[src/rtl/plf_pkg.sv]
package plf_pkg;
  typedef enum logic {
    ST_UNLOCKED = 1'b0,
    ST_LOCKED   = 1'b1
  } lock_state_e;
endpackage

[src/rtl/plf_sync.sv]
module plf_sync #(
  parameter int STAGES = 2
) (
  input  logic clk,
  input  logic rst_n,
  input  logic async_i,
  output logic sync_o
);
  logic [STAGES-1:0] chain_q;

  generate
    for (genvar g = 0; g < STAGES; g++) begin : g_stage
      if (g == 0) begin : g_first
        always_ff @(posedge clk or negedge rst_n)
          if (!rst_n) chain_q[0] <= 1'b0;
          else        chain_q[0] <= async_i;
      end else begin : g_next
        always_ff @(posedge clk or negedge rst_n)
          if (!rst_n) chain_q[g] <= 1'b0;
          else        chain_q[g] <= chain_q[g-1];
      end
    end
  endgenerate

  assign sync_o = chain_q[STAGES-1];
endmodule

[src/rtl/plf_dwell_fsm.sv]
module plf_dwell_fsm
  import plf_pkg::*;
#(
  parameter int DWELL_W = 8
) (
  input  logic               clk,
  input  logic               rst_n,
  input  logic               sample_i,
  input  logic [DWELL_W-1:0] lock_dwell_i,
  input  logic [DWELL_W-1:0] unlock_dwell_i,
  output logic               locked_o,
  output logic               relock_evt_o
);
  localparam logic [DWELL_W-1:0] ONE = DWELL_W'(1);

  lock_state_e        state_q, state_d;
  logic [DWELL_W-1:0] run_q, run_d;
  logic [DWELL_W-1:0] dwell_sel, dwell_eff;
  logic [DWELL_W:0]   run_inc;
  logic               opposing;

  assign dwell_sel = (state_q == ST_LOCKED) ? unlock_dwell_i : lock_dwell_i;
  assign dwell_eff = (dwell_sel == '0) ? ONE : dwell_sel;
  assign opposing  = (state_q == ST_LOCKED) ? !sample_i : sample_i;
  assign run_inc   = {1'b0, run_q} + {{DWELL_W{1'b0}}, 1'b1};

  always_comb begin
    state_d = state_q;
    run_d   = '0;
    if (opposing) begin
      if (run_inc >= {1'b0, dwell_eff}) begin
        state_d = (state_q == ST_LOCKED) ? ST_UNLOCKED : ST_LOCKED;
      end else begin
        run_d = run_inc[DWELL_W-1:0];
      end
    end
  end

  always_ff @(posedge clk or negedge rst_n) begin
    if (!rst_n) begin
      state_q <= ST_UNLOCKED;
      run_q   <= '0;
    end else begin
      state_q <= state_d;
      run_q   <= run_d;
    end
  end

  assign locked_o     = (state_q == ST_LOCKED);
  assign relock_evt_o = (state_q == ST_UNLOCKED) && (state_d == ST_LOCKED);

  AST_LOCK_NEEDS_HIGH: assert property (@(posedge clk) disable iff (!rst_n)
    $rose(locked_o) |-> $past(sample_i));
  AST_UNLOCK_NEEDS_LOW: assert property (@(posedge clk) disable iff (!rst_n)
    $fell(locked_o) |-> !$past(sample_i));
  AST_RUN_BELOW_DWELL: assert property (@(posedge clk) disable iff (!rst_n)
    (run_q != '0) |-> $past(opposing));
endmodule

[src/rtl/plf_relock_ctr.sv]
module plf_relock_ctr #(
  parameter int CNT_W = 8
) (
  input  logic             clk,
  input  logic             rst_n,
  input  logic             clear_i,
  input  logic             inc_i,
  output logic [CNT_W-1:0] count_o
);
  localparam logic [CNT_W-1:0] MAXV = {CNT_W{1'b1}};

  logic [CNT_W-1:0] cnt_q;

  always_ff @(posedge clk or negedge rst_n) begin
    if (!rst_n)                       cnt_q <= '0;
    else if (clear_i)                 cnt_q <= '0;
    else if (inc_i && cnt_q != MAXV)  cnt_q <= cnt_q + CNT_W'(1);
  end

  assign count_o = cnt_q;

  AST_CLEAR_WINS: assert property (@(posedge clk) disable iff (!rst_n)
    clear_i |=> (count_o == '0));
  AST_SATURATE: assert property (@(posedge clk) disable iff (!rst_n)
    (count_o == MAXV && !clear_i) |=> (count_o == MAXV));
  AST_STEP_ONE: assert property (@(posedge clk) disable iff (!rst_n)
    (count_o != $past(count_o)) |-> (count_o == '0 || count_o == $past(count_o) + CNT_W'(1)));
endmodule

[src/rtl/pll_lock_filter.sv]
module pll_lock_filter #(
  parameter int DWELL_W     = 8,
  parameter int CNT_W       = 8,
  parameter int SYNC_STAGES = 2
) (
  input  logic               clk,
  input  logic               rst_n,
  input  logic               lock_raw_i,
  input  logic [DWELL_W-1:0] lock_dwell_i,
  input  logic [DWELL_W-1:0] unlock_dwell_i,
  input  logic               pll_reset_i,
  input  logic               ovr_en_i,
  input  logic               ovr_val_i,
  output logic               lock_raw_o,
  output logic               locked_o,
  output logic               ser_enable_o,
  output logic [CNT_W-1:0]   relock_cnt_o
);
  logic lock_sync;
  logic relock_evt;

  plf_sync #(.STAGES(SYNC_STAGES)) u_sync (
    .clk     (clk),
    .rst_n   (rst_n),
    .async_i (lock_raw_i),
    .sync_o  (lock_sync)
  );

  plf_dwell_fsm #(.DWELL_W(DWELL_W)) u_fsm (
    .clk            (clk),
    .rst_n          (rst_n),
    .sample_i       (lock_sync),
    .lock_dwell_i   (lock_dwell_i),
    .unlock_dwell_i (unlock_dwell_i),
    .locked_o       (locked_o),
    .relock_evt_o   (relock_evt)
  );

  plf_relock_ctr #(.CNT_W(CNT_W)) u_ctr (
    .clk     (clk),
    .rst_n   (rst_n),
    .clear_i (pll_reset_i),
    .inc_i   (relock_evt),
    .count_o (relock_cnt_o)
  );

  assign lock_raw_o   = lock_sync;
  assign ser_enable_o = ovr_en_i ? ovr_val_i : locked_o;

  AST_COUNT_WITH_LOCK: assert property (@(posedge clk) disable iff (!rst_n)
    (relock_cnt_o != $past(relock_cnt_o) && relock_cnt_o != '0) |-> $rose(locked_o));
  AST_RESET_STATE: assert property (@(posedge clk)
    !rst_n |-> (!locked_o && relock_cnt_o == '0));
endmodule

[config.mk]
export PLATFORM = sky130hd
export DESIGN_NAME = pll_lock_filter
export DESIGN_NICKNAME = d
export VERILOG_FILES = /design/src/rtl/plf_pkg.sv /design/src/rtl/plf_sync.sv /design/src/rtl/plf_dwell_fsm.sv /design/src/rtl/plf_relock_ctr.sv /design/src/rtl/pll_lock_filter.sv
export SDC_FILE = /design/constraint.sdc
export NUM_CORES = 1
export LEC_CHECK = 0
export ABC_CLOCK_PERIOD_IN_PS = 3000
export BUFFER_PORTS_ARGS = -buffer_cell sky130_fd_sc_hd__buf_2
export CORE_ASPECT_RATIO = 1.5
export CORE_UTILIZATION = 51
export DETAILED_ROUTE_END_ITERATION = 10
export PLACE_DENSITY = 0.82
export SYNTH_ARGS = -nofsm -noshare
export SYNTH_HDL_FRONTEND = slang
export SYNTH_SLANG_ARGS = --single-unit
[constraint.sdc]
create_clock -name clk -period 3 [get_ports clk]
set_input_delay 0.3 -clock clk [delete_from_list [all_inputs] [get_ports clk]]
set_output_delay 0.3 -clock clk [all_outputs]
set_load 0.01 [all_outputs]
Word level (Yosys, flattened, before mapping). Cells that the tools add are included.

Flip-flop bits (word level): 19.

$add $sub $neg: 2. $lt $le $gt $ge: 1. Eq/ne operators: 1. Mux-type cells: 11. Bitwise logic cells: 1. Reductions and logical operators: 5.

Operators with widths (number): 8-bit two-way mux (6); 8-bit by 1-bit adder with 9-bit output (second input constant) (1); 9-bit by 8-bit greater-or-equal comparator with 1-bit output (1); 8-bit by 1-bit adder with 8-bit output (second input constant) (1); 8-bit zero test (1); 8-bit inequality test (second input constant) (1); 1-bit two-way mux (5); 1-bit logical AND (2); 2-bit nonzero test (1); 1-bit zero test (1); 1-bit inverter (1).

Logic depth before layout (Yosys ltp).
Word-level depth: 10. Mapped depth: 11.

By module. A second synthesis with hierarchy kept.

Cell total of the unflattened synthesis: 121. Area, all modules: 1247.4 um^2.

Modules (own cells, without submodules): plf_dwell_fsm (times used 1, cells each 69, area each 718.2 um^2, sequential area each 225.2 um^2); plf_relock_ctr (times used 1, cells each 49, area each 464.2 um^2, sequential area each 200.2 um^2); plf_sync (times used 1, cells each 2, area each 50.0 um^2, sequential area each 50.0 um^2); pll_lock_filter (times used 1, cells each 1, area each 15.0 um^2, sequential area each 0.0 um^2).

Least setup slack after synthesis. No wires, ideal clock.

Path kind: reg2reg. From: reg u_fsm.state_q, in the netlist u_fsm.locked_o. To: reg u_ctr.cnt_q[3], in the netlist u_ctr.count_o[3]. Setup time: 0.078 ns. Arrival time: 2.644 ns. Data required time: 2.922 ns. Path slack: 0.279 ns. Cell stages (with the launch flop): 12. Period minus slack after synthesis: 2.721 ns. Cells stage by stage: dfrtp_1 -> buf_1 -> mux2i_1 -> nand4_1 -> o21ai_0 -> ha_1 -> nand2b_1 -> a31oi_1 -> o211a_1 -> buf_6 -> or4_1 -> a21oi_1.

Word-level cells in the longest chain between the ends: 9. Elaborated cells on any way between the ends: 12. Classes of those cells: 1 x order compare; 6 x mux; 1 x bitwise; 4 x reduce/logical.

RTL lines: from (decl) (line plf_dwell_fsm.sv:16) `lock_state_e state_q, state_d;`; from (signal assigned) (line plf_dwell_fsm.sv:44) `state_q <= state_d;`; 8-bit two-way mux (line plf_dwell_fsm.sv:22) `assign dwell_sel = (state_q == ST_LOCKED) ? unlock_dwell_i : lock_dwell_i;`; 8-bit zero test (line plf_dwell_fsm.sv:23) `assign dwell_eff = (dwell_sel == '0) ? ONE : dwell_sel;`; 8-bit two-way mux (line plf_dwell_fsm.sv:23); 9-bit by 8-bit greater-or-equal comparator with 1-bit output (line plf_dwell_fsm.sv:31) `if (run_inc >= {1'b0, dwell_eff}) begin`; 1-bit two-way mux (line plf_dwell_fsm.sv:31); 1-bit two-way mux (line plf_dwell_fsm.sv:30) `if (opposing) begin`; 1-bit logical AND * (line plf_dwell_fsm.sv:50) `assign relock_evt_o = (state_q == ST_UNLOCKED) && (state_d == ST_LOCKED);`; 1-bit logical AND * (line plf_relock_ctr.sv:17) `else if (inc_i && cnt_q != MAXV) cnt_q <= cnt_q + CNT_W'(1);`; 2-bit nonzero test (no source line) *; to (signal assigned) (line plf_relock_ctr.sv:17); to (decl) (line plf_relock_ctr.sv:12) `logic [CNT_W-1:0] cnt_q;`.

Mark *: on every way between the ends. The rest lies on a longest branch, timed or not. A chain may end at the register's enable or synchronous reset.

Worst setup path after layout.
From: reg u_fsm.run_q[0]. To: reg u_ctr.cnt_q[6], in the netlist u_ctr.count_o[6].

Word-level cells in the longest chain between the ends: 7.

RTL lines: from (decl) (line plf_dwell_fsm.sv:17) `logic [DWELL_W-1:0] run_q, run_d;`; from (signal assigned) (line plf_dwell_fsm.sv:45) `run_q <= run_d;`; 8-bit by 1-bit adder with 9-bit output (line plf_dwell_fsm.sv:25) `assign run_inc = {1'b0, run_q} + {{DWELL_W{1'b0}}, 1'b1};`; 9-bit by 8-bit greater-or-equal comparator with 1-bit output (line plf_dwell_fsm.sv:31); 1-bit two-way mux (line plf_dwell_fsm.sv:31); 1-bit two-way mux (line plf_dwell_fsm.sv:30); 1-bit logical AND (line plf_dwell_fsm.sv:50); 1-bit logical AND (line plf_relock_ctr.sv:17); 2-bit nonzero test (no source line).

Every way passes these cells.

==> out/metrics.yaml <==
min_path:
  hold_path.class: "input pin to flip-flop"
yosys:
  synth_top_cells_by_area: "sky130_fd_sc_hd__dfrtp_1 39%, sky130_fd_sc_hd__ha_1 10%, sky130_fd_sc_hd__mux2i_1 7.4%, sky130_fd_sc_hd__and3_1 5.1%, sky130_fd_sc_hd__nand3_1 3.3%"
  yosys_top_cell_by_area: "sky130_fd_sc_hd__dfrtp_1"
  netlist_top_cells_count: "19 x sky130_fd_sc_hd__dfrtp_1, 10 x sky130_fd_sc_hd__and3_1, 10 x sky130_fd_sc_hd__ha_1"
  ys_seq_area_frac: 0.391
  ys_async_sr_fraction: 1.00
  synth_warnings: 0
  synth_fp_nets: 149
  synth-seq-cells: 19
  netlist_area_sq_um: 1220
  synth_enable_flop_cells: 0
  postSynth.topFlopCell: "sky130_fd_sc_hd__dfrtp_1"
  postSynthAreaPerCell_sq_um: 10.4
  syn_inst: 117
  cell_with_the_most_instances_after_synthesis: "sky130_fd_sc_hd__dfrtp_1"
  synth.lib_cells_used.distinct: 32
  yosysTopAreaCellShare: 0.391
route:
  post-route-drc-count: 0
  detail_route.iter0.violations: 9
  via_count: 1067
  route.detailed.vias_per_inst: 6.13
  ant_nets: 0
  detail_route.wl_per_cell_microns: 15.6
  drt-total-wl_microns: 2710
  drtPass1Iterations: 4
timing:
  max_freq_mhz: 352
  worst_clock_skew_ps: 2.52
  setup_viol_count_final: 0
  final.setup.worst_slack_ps: 158
  final_hold_viol_count: 0
  final_period_utilization: 0.947
  slew-limit-headroom: 0.715
  tightestPinTransition_ps: 428
  period_minus_slack_ps: 2840
  fin_tns_setup_ps: 0
  final-max-slew-violation-count: 0
floorplan:
  starting_density_of_the_core: 0.545
  fp-row-count: 21
  floorplan.io_pins: 33
  die_width_microns: 41.9
  dieHeight_microns: 61.8
  die_area_sq_um: 2590
  design.core.area_sq_um: 2230
clock_tree:
  cts_tree: "built"
  root_buffer: "sky130_fd_sc_hd__clkbuf_4"
  post_cts_setup_bufs: 0
  cts_sinks: 19
  htreeDepth: 1
  cts_buffers: 3
  cts.path.max_buffers: 2
  clk_pin_slew_worst_paths_ps: 90
  worst_skew_pair.late_latency_ps: 290
global_routing:
  globalRoute.busiestLayer: "met2"
  grt_max_degree: 22
  grt.total_usage: 0.213
  grt_use_met2: 0.426
  global_routing_met1_resource_utilization: 0.220
  groute.layer.met3.usage: 0.0289
  grt_overflow_total: 0
  grt_pass1_wl_microns: 4180
  vias_in_the_first_global_route: 984
  initial_antenna_violation_count: 0
setup_path:
  crit_path_max_incr_delay_ps: 510
  category_of_the_worst_setup_path_capture_point: "flip-flop"
  crit_path_top_delay_cell: "sky130_fd_sc_hd__or4_1"
  arrival_time_worst_endpoint_ps: 3050
  crit_path_max_fanout: 11
  critical_path.n_buffers_inverters: 0
  timing.critical_path.required_ps: 3210
  critical-path-top-delay-family: "simple AND/OR/NAND/NOR gates"
  timing.setup.critical_path_class: "flip-flop to flip-flop"
  critPathLaunchType: "flip-flop"
  critical_path_cell_by_cell: "ha_2, and3_4, nand3_1, xnor2_1, ha_1, and3_4, nand3_1, o211a_4, or4_1, a21oi_1"
run_status:
  run_status: "complete, no violations"
place:
  dp.final_hpwl_microns: 2040
  gp_congestion: 0.773
  post_dp_cell_area_sq_um: 1390
  port-buffer-count: 32
  place_worst_setup_slack_ps: -75.6
final_layout:
  fraction_of_layout_instances_using_a_drive_strength_above_1: 0.305
  layout.cell_area.non_filler_sq_um: 1450
  final_nets: 184
  layout.filler_cells: 198
  num_antenna_cells: 0
  synth_to_final_area_change_pct: 19.4
flow_run:
  maxCapViolCount: 0
power:
  power.ir.vdd_worst_mv: 0.324
  cellLeakagePower_uw: 0.000752
  powerDensity_nw_per_um2: 486
[kinds of logic after synthesis]
group | share of synthesized area
AO/OA/AOI/OAI | 0.114
XOR/XNOR | 0.0504
adder cells (fa/ha/maj) | 0.103
buffers and inverters | 0.0257
flip-flops | 0.391
multiplexers | 0.102
AND/OR/NAND/NOR | 0.214
[report_power, final]
group          switching, uW  internal, uW  total, uW
Sequential              39.8           278        318
Combinational            141           126        267
Clock                   69.6          51.8        121
Total                    250           455        706
[worst reg2reg max path, stage by stage, from the launching register on]
cell and delay [ps]:
sky130_fd_sc_hd__dfrtp_1 430, sky130_fd_sc_hd__ha_2 220, sky130_fd_sc_hd__and3_4 210, sky130_fd_sc_hd__nand3_1 90
sky130_fd_sc_hd__xnor2_1 160, sky130_fd_sc_hd__ha_1 320, sky130_fd_sc_hd__and3_4 200, sky130_fd_sc_hd__nand3_1 130
sky130_fd_sc_hd__o211a_4 300, sky130_fd_sc_hd__or4_1 520, sky130_fd_sc_hd__a21oi_1 190
[layout make-up]
| cell class | instances | area [sq um] | area share |
|---|---|---|---|
| Sequential cell | 19 | 475 | 0.327 |
| Multi-Input combinational cell | 93 | 741 | 0.510 |
| Tap cell | 23 | 28.8 | 0.0198 |
| Clock buffer | 4 | 26.3 | 0.0181 |
| Inverter | 1 | 3.75 | 0.00258 |
| Timing Repair Buffer | 34 | 178 | 0.122 |
[stage by stage]
step	hold WS [ps]	std cells	utilization	total power [uW]
finish	106	174	0.650	706
CTS	105	173	0.640	689
global route	96.7	174	0.650	753
floorplan	4.41	117	-	487
detailed placement	250	168	0.620	562
global placement	255	168	0.620	552
[sequential cells by signal (all words and copies together), names as in the netlist]
signal / cells
u_sync.sync_o: 1
u_fsm.locked_o: 1
u_sync.chain_q: 1
u_fsm.run_q: 8
u_ctr.count_o: 8
[placed cells by master, fill, tap and decap left out, types with 3 or more instances in the layout]
cell and n:
sky130_fd_sc_hd__and3_1 9, sky130_fd_sc_hd__dfrtp_1 19, sky130_fd_sc_hd__nand2b_1 4, sky130_fd_sc_hd__xor2_1 4
sky130_fd_sc_hd__nand3_1 8, sky130_fd_sc_hd__buf_2 32, sky130_fd_sc_hd__or4_1 5, sky130_fd_sc_hd__ha_1 9
sky130_fd_sc_hd__clkbuf_4 3, sky130_fd_sc_hd__a21oi_1 6, sky130_fd_sc_hd__nand2_1 3, sky130_fd_sc_hd__a21o_1 3
sky130_fd_sc_hd__o31ai_1 5, sky130_fd_sc_hd__mux2_2 3, sky130_fd_sc_hd__nor2_1 5, sky130_fd_sc_hd__xnor2_1 3
sky130_fd_sc_hd__mux2i_1 9
[timing repair]
action                                  in CTS  in global routing
gates resized for setup                      2                  3
endpoints found under the hold margin       19                  0
endpoints found under the setup margin       2                  1
hold buffers                                 1                  0
gates cloned                                 0                  1
pin swaps                                    0                  1
[per-layer routing]
metal,up-vias,wire length (microns)
li1,518,-
met1,510,1030
met2,34,1510
met3,5,127
met4,0,41
met5,-,0
[final timing paths]
check | cells after the start | to | startpoint | slack [ps]
worst min-delay path | 1 | u_sync.chain_q[0] | lock_raw_i | 110
max in group asynchronous | 2 | u_fsm.run_q[5] | rst_n | 2230
worst max-delay path | 10 | u_ctr.count_o[6] | u_fsm.run_q[0] | 160
worst max register to register | 10 | u_ctr.count_o[6] | u_fsm.run_q[0] | 160
worst min register to register | 0 | u_sync.sync_o | u_sync.chain_q[0] | 360
min in group asynchronous | 2 | u_ctr.count_o[0] | rst_n | 470
Note: power is estimated with default switching activity, not from simulation.
